--- src/rtl/blk_err_pkg.sv ---
// Shared constants and types for the block error counter.
// Assumes nothing beyond being compiled before the modules that import it.
package blk_err_pkg;
    parameter int unsigned PERIOD_DEF = 128;
    parameter int unsigned HITS_DEF   = 4;
    parameter int unsigned CNT_W_DEF  = 16;

    typedef enum logic {
        SRCH  = 1'b0,
        LOCKD = 1'b1
    } srch_state_e;
endpackage

--- src/rtl/blk_period_search.sv ---
// Finds the reload phase from error spacing: it declares lock after HITS
// errors, each PERIOD valid blocks after the previous one.
// Assumes PERIOD >= 2 and HITS >= 2. Lock is held until reset.
module blk_period_search
    import blk_err_pkg::*;
#(
    parameter int unsigned PERIOD = PERIOD_DEF,
    parameter int unsigned HITS   = HITS_DEF
) (
    input  logic clk,
    input  logic rst_n,
    input  logic blk_vld,
    input  logic blk_err,
    output logic locked,
    output logic lock_evt
);
    localparam int unsigned GW = $clog2(PERIOD);
    localparam int unsigned HW = $clog2(HITS + 1);
    localparam logic [GW-1:0] GAP_LAST = GW'(PERIOD - 1);
    localparam logic [HW-1:0] HIT_LAST = HW'(HITS - 1);

    srch_state_e   state_q;
    logic [HW-1:0] hits_q;
    logic [GW-1:0] gap_q;
    logic          on_time;

    // An error now sits exactly one period after the previous candidate.
    assign on_time  = (hits_q != '0) && (gap_q == GAP_LAST);
    assign lock_evt = (state_q == SRCH) && blk_vld && blk_err && on_time
                      && (hits_q == HIT_LAST);
    assign locked   = (state_q == LOCKD);

    // Candidate chain tracking and the lock decision.
    always_ff @(posedge clk) begin
        if (!rst_n) begin
            state_q <= SRCH;
            hits_q  <= '0;
            gap_q   <= '0;
        end else if (state_q == SRCH && blk_vld) begin
            if (blk_err) begin
                gap_q <= '0;
                if (lock_evt) begin
                    state_q <= LOCKD;
                    hits_q  <= '0;
                end else if (on_time) begin
                    hits_q <= hits_q + HW'(1);
                end else begin
                    hits_q <= HW'(1);
                end
            end else if (gap_q == GAP_LAST) begin
                hits_q <= '0;
            end else begin
                gap_q <= gap_q + GW'(1);
            end
        end
    end
endmodule

--- src/rtl/blk_phase_ctr.sv ---
// Tracks the block position inside the reload period once locked. Position
// zero is the expected-error slot.
// Assumes lock_evt pulses on the block that completed the lock chain.
module blk_phase_ctr
    import blk_err_pkg::*;
#(
    parameter int unsigned PERIOD = PERIOD_DEF
) (
    input  logic clk,
    input  logic rst_n,
    input  logic blk_vld,
    input  logic lock_evt,
    input  logic locked,
    output logic mask_slot
);
    localparam int unsigned PW = $clog2(PERIOD);
    localparam logic [PW-1:0] POS_LAST = PW'(PERIOD - 1);

    logic [PW-1:0] pos_q;

    // The current block falls in the slot the reload corrupts.
    assign mask_slot = locked && (pos_q == '0);

    // Position counter: it is phased on lock and steps once per valid block.
    always_ff @(posedge clk) begin
        if (!rst_n) begin
            pos_q <= '0;
        end else if (lock_evt) begin
            pos_q <= PW'(1);
        end else if (locked && blk_vld) begin
            pos_q <= (pos_q == POS_LAST) ? '0 : pos_q + PW'(1);
        end
    end
endmodule

--- src/rtl/blk_sat_ctr.sv ---
// Saturating event counter with a synchronous clear.
// Assumes inc is a single-cycle qualified event. clr has priority over inc.
module blk_sat_ctr #(
    parameter int unsigned W = 16
) (
    input  logic         clk,
    input  logic         rst_n,
    input  logic         clr,
    input  logic         inc,
    output logic [W-1:0] cnt
);
    // Count up to all-ones, then hold.
    always_ff @(posedge clk) begin
        if (!rst_n || clr) begin
            cnt <= '0;
        end else if (inc && (cnt != '1)) begin
            cnt <= cnt + W'(1);
        end
    end
endmodule

--- src/rtl/blk_err_tally.sv ---
// Top level: counts errored blocks and drops the one expected error per
// reload period once the period phase has been learned.
// Assumes blk_err is meaningful only when blk_vld is high.
module blk_err_tally
    import blk_err_pkg::*;
#(
    parameter int unsigned PERIOD = PERIOD_DEF,
    parameter int unsigned HITS   = HITS_DEF,
    parameter int unsigned CNT_W  = CNT_W_DEF
) (
    input  logic             clk,
    input  logic             rst_n,
    input  logic             clr,
    input  logic             blk_vld,
    input  logic             blk_err,
    output logic             locked,
    output logic [CNT_W-1:0] err_cnt,
    output logic [CNT_W-1:0] raw_cnt
);
    localparam int unsigned NCNT = 2;

    logic             lock_evt;
    logic             mask_slot;
    logic             hit;
    logic [NCNT-1:0]  inc_v;
    logic [CNT_W-1:0] cnt_v [NCNT];

    blk_period_search #(.PERIOD(PERIOD), .HITS(HITS)) u_search (
        .clk      (clk),
        .rst_n    (rst_n),
        .blk_vld  (blk_vld),
        .blk_err  (blk_err),
        .locked   (locked),
        .lock_evt (lock_evt)
    );

    blk_phase_ctr #(.PERIOD(PERIOD)) u_phase (
        .clk       (clk),
        .rst_n     (rst_n),
        .blk_vld   (blk_vld),
        .lock_evt  (lock_evt),
        .locked    (locked),
        .mask_slot (mask_slot)
    );

    // Index 0 counts every error, index 1 counts errors outside the slot.
    assign hit      = blk_vld && blk_err;
    assign inc_v[0] = hit;
    assign inc_v[1] = hit && !mask_slot;

    for (genvar i = 0; i < NCNT; i++) begin : g_cnt
        blk_sat_ctr #(.W(CNT_W)) u_cnt (
            .clk   (clk),
            .rst_n (rst_n),
            .clr   (clr),
            .inc   (inc_v[i]),
            .cnt   (cnt_v[i])
        );
    end

    assign raw_cnt = cnt_v[0];
    assign err_cnt = cnt_v[1];
endmodule

--- config.mk ---
export PLATFORM = sky130hd
export DESIGN_NAME = blk_err_tally
export DESIGN_NICKNAME = d
export VERILOG_FILES = /design/src/rtl/blk_err_pkg.sv /design/src/rtl/blk_period_search.sv /design/src/rtl/blk_phase_ctr.sv /design/src/rtl/blk_sat_ctr.sv /design/src/rtl/blk_err_tally.sv
export SDC_FILE = /design/constraint.sdc
export NUM_CORES = 1
export LEC_CHECK = 0
export ABC_CLOCK_PERIOD_IN_PS = 1850
export BUFFER_PORTS_ARGS = -buffer_cell sky130_fd_sc_hd__buf_2
export CORE_MARGIN = 5
export CORE_UTILIZATION = 45
export DETAILED_ROUTE_END_ITERATION = 7
export GPL_TIMING_DRIVEN = 0
export MAX_ROUTING_LAYER = met4
export PLACE_DENSITY = 0.65
export SLEW_MARGIN = 10
export SYNTH_ARGS = -nofsm -noshare
export SYNTH_HDL_FRONTEND = slang
export SYNTH_HIERARCHICAL = 1
export SYNTH_SLANG_ARGS = --single-unit
--- constraint.sdc ---
create_clock -name clk -period 1.85 [get_ports clk]
set_input_delay 0.185 -clock clk [delete_from_list [all_inputs] [get_ports clk]]
set_output_delay 0.185 -clock clk [all_outputs]
set_load 0.005 [all_outputs]
==> results.yml <==
synth:
  synth_flop_cell: "dfxtp_1"
  ys_seq_area_frac: 0.368
  async_reset_ff_frac: 0
  syn_area_per_cell_um2: 8.94
  syn_area_mm2: 0.00272
  synth_cell_types: 52
  synth-seq-cells: 50
  synth_cells: 304
  syn-num-nets: 317
  ys_warn_count: 6
  synth-edff-count: 0
sta:
  slew_headroom: 0.632
  fmax_ghz: 0.521
  finalCritPeriodShare: 1.04
  finalClockSkew_ns: 0.0107
  grt_setup_unrepaired: "true"
  fin_crit_ns: 1.92
  hold_viol: 0
  drv_slew: 0
  worst_slack_ns: -0.0695
  setup_viol: 5
  fin_setup_tns_ns: -0.152
  worst_pin_slew_ns: 0.553
final_layout:
  fin_nets: 371
  drive_above_1_share: 0.298
  fin_util: 0.556
  antennaDiodeCount: 0
  multi_input_area_mm2: 0.00175
  finalInstanceArea_mm2: 0.00327
  layout.area.seq_mm2: 0.00101
  nFillCells: 557
  area_growth_pct: 20.5
grt:
  grt_pass1_vias: 2354
  grt_max_degree: 15
  grt_pass1_wl_mm: 10.6
  track_usage: 0.170
  overflow: 0
  antenna_found_initial: 0
die:
  initial_core_util: 0.462
  ios: 38
  die-area_mm2: 0.00769
  die_h_um: 87.7
  die_w_um: 87.7
  core-area_mm2: 0.00589
  rows: 28
clocking:
  ctsHoldBuffers: 0
  cts_root_buffer: "clkbuf_8"
  cts.path.max_buffers: 2
  cts_tree: "built"
  clkSinkCount: 50
  path_clk_slew_ns: 0.09
  cts_made_buffers: 5
  worstSkewPairLatency_ns: 0.30
  htreeDepth: 2
placement:
  gp_routability_congestion: 0.821
  io_buffers: 37
  dpl_cell_area_mm2: 0.00304
  place_hpwl_mm: 4.33
  pre_cts_ws_ns: -0.156
detailed_routing:
  ant_nets: 0
  vias_per_cell: 5.83
  routedWlPerCell_um: 13.9
  drt_iter0_drc: 134
  drt_wl_total_mm: 6.03
  remaining_drc_errors: 0
  vias: 2531
  first_pass_iters: 4
worst_setup_path:
  worstSetupPathType: "register to register"
  crit_path_end_kind: "register"
  startpoint_type: "register"
  crit_fanout: 6
  cp.required_ns: 2.08
  cp.arrival_ns: 2.15
pwr:
  p_leak_nw: 1.23
  vdd_drop_max_uv: 290
  finalPower_w: 0.00190
  power_density_mw_per_mm2: 581
outcome:
  violations: "setup timing"
  status: "finished with violations"
worst_hold_path:
  hold_path.class: "input port to register"
flow_run:
  max-cap-violations: 0
Yosys cell counts (all sizes together), types with 2 or more instances:
library cell   n  area, µm²
xor2           3       26.3
a41o           2       20.0
o31ai          8       60.1
a31oi         11       68.8
ha             8        100
nor4           3       31.3
o2111ai        2       17.5
o22ai          3       18.8
or3            8       50.1
inv            9       33.8
buf            2       10.0
nand3         17        103
a21oi         22        114
o21a           4       30.0
o21ai         18       93.8
or4            9       71.3
nand2         29        109
nor3           8       50.1
nand2b         4       25.0
o41ai          8       85.1
or2            2       12.5
and4          13        120
o311ai         7       68.8
and3           5       45.0
nor2          13       48.8
clkbuf         4       15.0
nand4         14        161
nor2b          3       18.8
o31a           2       17.5
and2           7       43.8
dfxtp         50       1000
per-stage QoR:
step | hold WS (ns) | std cells
floorplan | 0.331 | 304
global placement | 0.467 | 416
detailed placement | 0.481 | 416
CTS | 0.202 | 432
global route | 0.193 | 434
finish | 0.213 | 434
logic make-up after synthesis:
group | after synthesis | synth area share
xor gates and xnor gates | 3 | 0.00967
DFF | 50 | 0.368
buffers and inverters | 15 | 0.0216
and+or+nand+nor | 138 | 0.336
adders and majority gates | 8 | 0.0368
AOI/OAI and AO/OA | 90 | 0.227
routing by layer:
| layer | track usage | vias to the layer above | routed length, µm |
|---|---|---|---|
| met3 | 0.0329 | 2 | 232 |
| met4 | 0.0460 | 0 | 29 |
| li1 | - | 1302 | - |
| met5 | - | - | 0 |
| met2 | 0.271 | 43 | 2830 |
| met1 | 0.219 | 1184 | 2940 |
cell usage in the layout (no fill, tap or decap), types with 3 or more instances in the layout:
cell type / count
xor2_1: 3
nor3_1: 6
nand3_1: 13
o21ai_0: 10
a31oi_1: 11
buf_2: 39
nand4_2: 6
o311ai_1: 4
or3_1: 8
o31ai_1: 6
ha_1: 7
nor2_1: 12
dfxtp_1: 46
nand3_2: 3
a21oi_1: 19
o311ai_2: 3
clkbuf_1: 4
and3_4: 3
buf_4: 10
nand2b_1: 4
nand2_1: 29
o22ai_1: 3
inv_1: 7
or4_4: 3
dfxtp_2: 4
clkbuf_8: 8
and4_1: 9
or4_1: 6
nor4_2: 3
nand4_1: 5
and4_4: 3
and2_1: 7
nor2b_1: 3
a21oi_2: 3
o41ai_1: 6
o21ai_1: 7
o21a_1: 4
nand4_4: 3
worst max-delay path, cell delays in order (launching register included):
cell	delay [ns]
dfxtp_2	0.35
inv_2	0.04
ha_4	0.14
nand3_2	0.06
nor4_2	0.04
and3b_2	0.26
and3_4	0.23
nand4_4	0.15
or4_4	0.45
a21oi_2	0.14
where the power goes:
part / total (W) / internal, W / switching, W
sequential: 0.00108 / 0.00108 / 0.00000429
clock: 0.000733 / 0.000378 / 0.000355
combinational: 0.0000848 / 0.0000289 / 0.0000559
layout make-up:
cell class / count / area share
sequential: 50 / 0.307
timing repair buffer: 47 / 0.0795
tap: 75 / 0.0287
inverter: 9 / 0.0103
multi-input combinational: 239 / 0.533
clock buffer: 8 / 0.0336
buffer: 6 / 0.00764
sequential cells by signal (all words and copies together), names as in the netlist:
signal and flops:
u_phase/pos_q 7, u_search/locked 1, g_cnt.u_cnt/cnt 32, u_search/gap_q 7, u_search/hits_q 3
final timing paths:
| kind | slack (ns) | start | endpoint | depth (start not counted) |
|---|---|---|---|---|
| worst max-delay path | -0.07 | u_phase/pos_q[1] | g_cnt[1].u_cnt/cnt[11] | 9 |
| worst max register to register | -0.07 | u_phase/pos_q[1] | g_cnt[1].u_cnt/cnt[11] | 9 |
| worst min register to register | 0.49 | u_search/gap_q[1] | u_search/gap_q[1] | 2 |
| worst min-delay path | 0.21 | rst_n | u_phase/pos_q[0] | 2 |
repair_timing:
item | 4_1_cts | 5_1_grt
gates resized for setup | 1 | 11
setup endpoints to repair | 7 | 12
setup buffers | 8 | 2
pin swaps | 1 | 0
(Power assumes the default switching activity.)
